`src/rtl/i2cs_pkg.sv`:
```
package i2cs_pkg;

    localparam logic [6:0] ADDR_BASE = 7'b1001000;

    typedef enum logic [2:0] {
        ST_IDLE,
        ST_ADDR,
        ST_ACK_SET,
        ST_ACK_HOLD,
        ST_RX,
        ST_TX,
        ST_MACK
    } slv_state_e;

    typedef enum logic [1:0] {
        STRAP_LOW   = 2'b00,
        STRAP_FLOAT = 2'b01,
        STRAP_HIGH  = 2'b10,
        STRAP_RSVD  = 2'b11
    } strap_e;

    typedef struct packed {
        logic scl;
        logic sda;
        logic rise;
        logic fall;
        logic start;
        logic stop;
    } bus_ev_t;

    function automatic logic [6:0] strap_to_addr(input logic [1:0] code);
        case (strap_e'(code))
            STRAP_LOW:  strap_to_addr = ADDR_BASE;
            STRAP_HIGH: strap_to_addr = ADDR_BASE | 7'd3;
            default:    strap_to_addr = ADDR_BASE | 7'd2;
        endcase
    endfunction

endpackage

```
`src/rtl/i2cs_glitch_filt.sv`:
```
module i2cs_glitch_filt #(
    parameter int FILT_CYC = 3
) (
    input  logic clk,
    input  logic rst,
    input  logic raw,
    output logic filt
);
    localparam int CW = $clog2(FILT_CYC + 1);

    logic [1:0]    sync_q;
    logic [CW-1:0] cnt_q;

    always_ff @(posedge clk) begin
        if (rst) begin
            sync_q <= 2'b11;
            filt   <= 1'b1;
            cnt_q  <= '0;
        end else begin
            sync_q <= {sync_q[0], raw};
            if (sync_q[1] == filt) begin
                cnt_q <= '0;
            end else if (cnt_q == CW'(FILT_CYC - 1)) begin
                filt  <= sync_q[1];
                cnt_q <= '0;
            end else begin
                cnt_q <= cnt_q + 1'b1;
            end
        end
    end
endmodule

```
`src/rtl/i2cs_bus_events.sv`:
```
module i2cs_bus_events
    import i2cs_pkg::*;
#(
    parameter int FILT_CYC = 3
) (
    input  logic    clk,
    input  logic    rst,
    input  logic    scl_in,
    input  logic    sda_in,
    output bus_ev_t ev
);
    logic [1:0] raw_v;
    logic [1:0] filt_v;
    logic       scl_q;
    logic       sda_q;

    assign raw_v = {scl_in, sda_in};

    for (genvar gi = 0; gi < 2; gi++) begin : g_line
        i2cs_glitch_filt #(.FILT_CYC(FILT_CYC)) u_filt (
            .clk  (clk),
            .rst  (rst),
            .raw  (raw_v[gi]),
            .filt (filt_v[gi])
        );
    end

    always_ff @(posedge clk) begin
        if (rst) begin
            scl_q <= 1'b1;
            sda_q <= 1'b1;
        end else begin
            scl_q <= filt_v[1];
            sda_q <= filt_v[0];
        end
    end

    always_comb begin
        ev.scl   = filt_v[1];
        ev.sda   = filt_v[0];
        ev.rise  = ~scl_q & filt_v[1];
        ev.fall  = scl_q & ~filt_v[1];
        ev.start = scl_q & filt_v[1] & sda_q & ~filt_v[0];
        ev.stop  = scl_q & filt_v[1] & ~sda_q & filt_v[0];
    end
endmodule

```
`src/rtl/i2cs_addr_lock.sv`:
```
module i2cs_addr_lock
    import i2cs_pkg::*;
#(
    parameter int LOCK_AFTER = 2
) (
    input  logic       clk,
    input  logic       rst,
    input  logic [1:0] strap,
    input  logic       addr_chk,
    input  logic [6:0] rx_addr,
    output logic       match,
    output logic       locked,
    output logic [6:0] cur_addr
);
    localparam int SW = $clog2(LOCK_AFTER + 1);

    logic [SW-1:0] seen_q;
    logic [6:0]    held_q;

    assign cur_addr = locked ? held_q : strap_to_addr(strap);
    assign match    = (rx_addr == cur_addr);

    always_ff @(posedge clk) begin
        if (rst) begin
            seen_q <= '0;
            held_q <= '0;
            locked <= 1'b0;
        end else if (addr_chk && match && !locked) begin
            if (seen_q == SW'(LOCK_AFTER - 1)) begin
                locked <= 1'b1;
                held_q <= cur_addr;
            end else begin
                seen_q <= seen_q + 1'b1;
            end
        end
    end
endmodule

```
`src/rtl/i2cs_regfile.sv`:
```
module i2cs_regfile #(
    parameter int NREG = 16,
    parameter int DW   = 8,
    localparam int PW  = $clog2(NREG)
) (
    input  logic               clk,
    input  logic               rst,
    input  logic               we,
    input  logic [PW-1:0]      waddr,
    input  logic [DW-1:0]      wdata,
    input  logic [PW-1:0]      raddr,
    output logic [DW-1:0]      rdata,
    output logic [NREG*DW-1:0] flat
);
    logic [DW-1:0] mem [NREG];

    always_ff @(posedge clk) begin
        if (rst) begin
            for (int i = 0; i < NREG; i++) mem[i] <= '0;
        end else if (we) begin
            mem[waddr] <= wdata;
        end
    end

    assign rdata = mem[raddr];

    for (genvar gi = 0; gi < NREG; gi++) begin : g_flat
        assign flat[gi*DW +: DW] = mem[gi];
    end
endmodule

```
`src/rtl/i2cs_strap_slave.sv`:
```
module i2cs_strap_slave
    import i2cs_pkg::*;
#(
    parameter int NREG     = 16,
    parameter int FILT_CYC = 3
) (
    input  logic              clk,
    input  logic              rst,
    input  logic [1:0]        strap,
    input  logic              scl_in,
    input  logic              sda_in,
    output logic              sda_pull,
    output logic [NREG*8-1:0] regs_out
);
    localparam int PW = $clog2(NREG);

    bus_ev_t    ev;
    slv_state_e st;
    logic [3:0] bitcnt;
    logic [7:0] shreg;
    logic [7:0] txsh;
    logic [PW-1:0] ptr;
    logic       first_wr;
    logic       rw;
    logic       addr_chk;
    logic       match;
    logic       locked;
    logic [6:0] cur_addr;
    logic       we;
    logic [7:0] rx_byte;
    logic [7:0] rdata;

    i2cs_bus_events #(.FILT_CYC(FILT_CYC)) u_ev (
        .clk    (clk),
        .rst    (rst),
        .scl_in (scl_in),
        .sda_in (sda_in),
        .ev     (ev)
    );

    assign rx_byte  = {shreg[6:0], ev.sda};
    assign addr_chk = (st == ST_ADDR) && ev.rise && (bitcnt == 4'd7) && !ev.start && !ev.stop;
    assign we       = (st == ST_RX) && ev.rise && (bitcnt == 4'd7) && !first_wr
                      && !ev.start && !ev.stop;

    i2cs_addr_lock #(.LOCK_AFTER(2)) u_lock (
        .clk      (clk),
        .rst      (rst),
        .strap    (strap),
        .addr_chk (addr_chk),
        .rx_addr  (shreg[6:0]),
        .match    (match),
        .locked   (locked),
        .cur_addr (cur_addr)
    );

    i2cs_regfile #(.NREG(NREG), .DW(8)) u_regs (
        .clk   (clk),
        .rst   (rst),
        .we    (we),
        .waddr (ptr),
        .wdata (rx_byte),
        .raddr (ptr),
        .rdata (rdata),
        .flat  (regs_out)
    );

    always_ff @(posedge clk) begin
        if (rst) begin
            st       <= ST_IDLE;
            bitcnt   <= '0;
            shreg    <= '0;
            txsh     <= '0;
            ptr      <= '0;
            first_wr <= 1'b0;
            rw       <= 1'b0;
            sda_pull <= 1'b0;
        end else if (ev.stop) begin
            st       <= ST_IDLE;
            sda_pull <= 1'b0;
        end else if (ev.start) begin
            st       <= ST_ADDR;
            bitcnt   <= '0;
            sda_pull <= 1'b0;
        end else begin
            case (st)
                ST_ADDR: if (ev.rise) begin
                    shreg  <= rx_byte;
                    bitcnt <= bitcnt + 1'b1;
                    if (bitcnt == 4'd7) begin
                        if (match) begin
                            rw       <= ev.sda;
                            first_wr <= 1'b1;
                            st       <= ST_ACK_SET;
                        end else begin
                            st <= ST_IDLE;
                        end
                    end
                end
                ST_ACK_SET: if (ev.fall) begin
                    sda_pull <= 1'b1;
                    st       <= ST_ACK_HOLD;
                end
                ST_ACK_HOLD: if (ev.fall) begin
                    bitcnt <= '0;
                    if (rw) begin
                        txsh     <= rdata;
                        sda_pull <= ~rdata[7];
                        st       <= ST_TX;
                    end else begin
                        sda_pull <= 1'b0;
                        st       <= ST_RX;
                    end
                end
                ST_RX: if (ev.rise) begin
                    shreg  <= rx_byte;
                    bitcnt <= bitcnt + 1'b1;
                    if (bitcnt == 4'd7) begin
                        if (first_wr) begin
                            ptr      <= rx_byte[PW-1:0];
                            first_wr <= 1'b0;
                        end else begin
                            ptr <= ptr + 1'b1;
                        end
                        st <= ST_ACK_SET;
                    end
                end
                ST_TX: begin
                    if (ev.rise) begin
                        bitcnt <= bitcnt + 1'b1;
                    end else if (ev.fall) begin
                        if (bitcnt == 4'd8) begin
                            sda_pull <= 1'b0;
                            ptr      <= ptr + 1'b1;
                            st       <= ST_MACK;
                        end else begin
                            txsh     <= {txsh[6:0], 1'b0};
                            sda_pull <= ~txsh[6];
                        end
                    end
                end
                ST_MACK: if (ev.rise) begin
                    st <= ev.sda ? ST_IDLE : ST_ACK_HOLD;
                end
                default: ;
            endcase
        end
    end
endmodule

```
`config.mk`:
```
export PLATFORM = sky130hd
export DESIGN_NAME = i2cs_strap_slave
export DESIGN_NICKNAME = d
export VERILOG_FILES = /design/src/rtl/i2cs_pkg.sv /design/src/rtl/i2cs_glitch_filt.sv /design/src/rtl/i2cs_bus_events.sv /design/src/rtl/i2cs_addr_lock.sv /design/src/rtl/i2cs_regfile.sv /design/src/rtl/i2cs_strap_slave.sv
export SDC_FILE = /design/constraint.sdc
export NUM_CORES = 1
export LEC_CHECK = 0
export BUFFER_PORTS_ARGS = -buffer_cell sky130_fd_sc_hd__buf_2
export CORE_MARGIN = 5
export CORE_UTILIZATION = 52
export CTS_BUF_LIST = sky130_fd_sc_hd__clkbuf_2 sky130_fd_sc_hd__clkbuf_4 sky130_fd_sc_hd__clkbuf_8
export CTS_CLUSTER_SIZE = 14
export DETAILED_ROUTE_END_ITERATION = 10
export PLACE_DENSITY = 0.73
export SYNTH_ARGS = -nofsm -noshare
export SYNTH_HDL_FRONTEND = slang
export SYNTH_SLANG_ARGS = --single-unit
export TNS_END_PERCENT = 5
```
`constraint.sdc`:
```
create_clock -name clk -period 2.45 [get_ports clk]
set_input_delay 0.3675 -clock clk [delete_from_list [all_inputs] [get_ports clk]]
set_output_delay 0.3675 -clock clk [all_outputs]
set_load 0.02 [all_outputs]
```
==> impl_metrics.toml <==
[outcome]
outcome = "finished, final reports clean"

[power_and_ir_drop]
powerDensity_mw_per_mm2 = 584
peakVddDrop_uv = 307
p_leak_nw = 3.92

[final_layout]
syn_to_final_growth_pct = 16.3
drive_gt1_share_pct = 32.3
final_util_pct = 61.1
num_antenna_cells = 0
fillerInstances = 1314
nets = 869
final_cell_area_mm2 = 0.0101
register_area_mm2 = 0.00493
multi_input_area_mm2 = 0.00348

[timing]
period_minus_slack_ps = 2240
rsz0062_at_grt = "no"
finalHoldViolCount = 0
setup_viol = 0
maxSlewHeadroom_pct = 52.6
fin_tns_setup_ps = 0
worst_pin_slew_ps = 712
slew_viol_final = 0
min_period_over_period_pct = 91.6
skew_ps = 18.6
fmax_ghz = 0.446

[critical_path]
reg2reg_depth = 4
critPathArrivalTime_ps = 2650
worstPathRequired_ps = 2860
worstSetupPathType = "reg -> reg"
cp-end-kind = "flip-flop"
r2r_setup_slack_ps = 210
cp_max_fo = 12
cp-start-kind = "flip-flop"
r2r_end = "sda_pull"

[grt]
grt_max_degree = 47
antenna_found_initial = 0
grt_pass1_vias = 6235
grt_pass1_wl_um = 36100
grt_usage_pct = 24.3
overflow = 0

[clock_tree]
clockBufferDepth = 2
path_clk_slew_ps = 90
clock-sinks = 182
ctsResizeCount = 0
cts_max_level = 4
clk_latency_ps = 470
clockRootBuffer = "clkbuf_8"
cts_setup_buffers = 0
tritoncts = "done"
numCtsBuffers = 17
cts_hold_buf = 0

[routing]
viasPerCell = 5.95
routedWlPerCell_um = 21.7
drtIter0Drc = 656
ant_nets = 0
vias = 6464
drc = 0
first_pass_iters = 6
routed_wl_um = 23600

[floorplan]
num_rows = 47
coreArea_mm2 = 0.0165
pin_count = 135
start_util_pct = 52.6
die_w_um = 139
die_h_um = 139
dieArea_mm2 = 0.0193

[placed_design]
gp_congestion = 0.922
post-dp-hpwl_um = 17200
io_buffer_count = 134
dpl_cell_area_mm2 = 0.00970

[logic_synthesis]
synth_warnings = 0
async_reset_ff_share_pct = 0
yosysTopAreaCellShare_pct = 44.4
ys_types = 57
synth_fp_nets = 725
syn_area_mm2 = 0.00866
syn_inst = 710
synth-seq-area-share_pct = 56.9
ys_top_cells_by_count = "edfxtp_1, and2_1, dfxtp_1, nor2_1, clkbuf_1"
ys_ff_latch = 182
avgSynthCellArea_um2 = 12.2
synth-main-ff-cell = "edfxtp_1"
synth_most_common_cell = "edfxtp_1"
synth_top_area_cell = "edfxtp_1"
synthTopCellsByArea = "edfxtp_1, dfxtp_1, and2_1"
synth_edf_count = 128

[job]
maxCapViolations = 0

[min_path]
hold-path-endpoint = "u_ev.g_line[1].u_filt.sync_q[0]"
hold_class = "in -> reg"
hp-start = "scl_in"
hold_depth = 2
-- worst max-delay path, stage by stage (launching register included) --
cell and delay [ps]:
dfxtp_1 660, mux4_1 660, mux4_2 520, o221ai_1 190, o211a_1 160
-- registers in the layout, summed over array words and instances (netlist names), 3 cells and up, named ones only --
register,flops
u_ev.g_line.u_filt.cnt_q,4
txsh,7
u_ev.g_line.u_filt.sync_q,4
u_lock.held_q,7
shreg,7
st,3
ptr,4
u_regs.mem,128
bitcnt,4
-- cells by family (layout without fill, tap and decap cells) --
logic type | after synthesis | after routing | synth area share, %
AO/OA/AOI/OAI | 80 | 80 | 6.60
flip-flops | 182 | 182 | 56.9
buffers and inverters | 62 | 218 | 2.99
XOR/XNOR | 10 | 10 | 1.01
adder cells (fa/ha/maj) | 9 | 9 | 1.30
multiplexers | 60 | 60 | 10.5
AND/OR/NAND/NOR | 307 | 307 | 20.7
-- area by class of cell --
class,count,area share [%]
timing repair buffer,174,9.64
multi-input combinational,466,34.5
inverter,13,0.485
clock buffer,17,2.32
sequential,182,48.9
clock inverter,14,1.35
tap,220,2.73
-- metrics by stage --
stage	hold slack, ps	setup slack [ps]	total power (W)	std cells
4_1_cts	61.8	240	0.00590	1086
6_report	87.6	206	0.00588	1086
2_1_floorplan	389	305	0.00378	710
5_1_grt	71.8	98.2	0.00605	1086
3_3_place_gp	394	323	0.00397	1055
3_5_place_dp	396	244	0.00398	1055
-- worst max-delay path by stage --
stage	startpoint	end	slack [ps]	cells after the start
6_report	flip-flop	sda_pull	210	4
5_1_grt	flip-flop	sda_pull	100	4
4_1_cts	flip-flop	txsh[3]	240	6
3_5_place_dp	flip-flop	txsh[3]	240	6
3_3_place_gp	flip-flop	sda_pull	320	4
2_1_floorplan	bitcnt[0]	u_regs.mem[3][0]	310	7
-- power breakdown --
group          internal, W  leakage, nW  switching [W]
registers          0.00339         1.65      0.0000868
clock network     0.000827        0.187        0.00114
logic             0.000144         2.08       0.000288
total              0.00436         3.92        0.00152
-- cells in the final DEF, fill, tap and decap left out, drive strengths merged, types with 3 or more instances in the layout --
cell type,synthesis,routed
a22oi,4,4
and2,100,100
o31ai,3,3
nor3b,7,7
nand2,20,20
clkbuf,37,17
nor2,49,49
nor4bb,3,3
o22ai,14,14
inv,13,22
nand3b,4,4
and4,3,3
a21boi,3,3
edfxtp,128,128
buf,12,174
or3,3,3
a311oi,12,12
nor2b,20,20
mux2i,10,10
nand4b,3,3
nand2b,14,14
a21o,5,5
o21ai,12,12
xnor2,9,9
nor3,11,11
mux2,29,29
o21ba,3,3
nand4,5,5
and3,33,33
ha,9,9
nand3,7,7
dfxtp,54,54
or2,21,21
a21oi,6,6
mux4,21,21
a31oi,4,4
-- routing by layer --
metal | up-vias | global-route usage (%) | wire, um
li1 | 2874 | - | -
met1 | 3181 | 33.7 | 9550
met2 | 354 | 38.0 | 10900
met3 | 55 | 5.21 | 2420
met4 | 0 | 8.55 | 707
met5 | - | 0 | 0
Power figures use the tool's default switching activity.
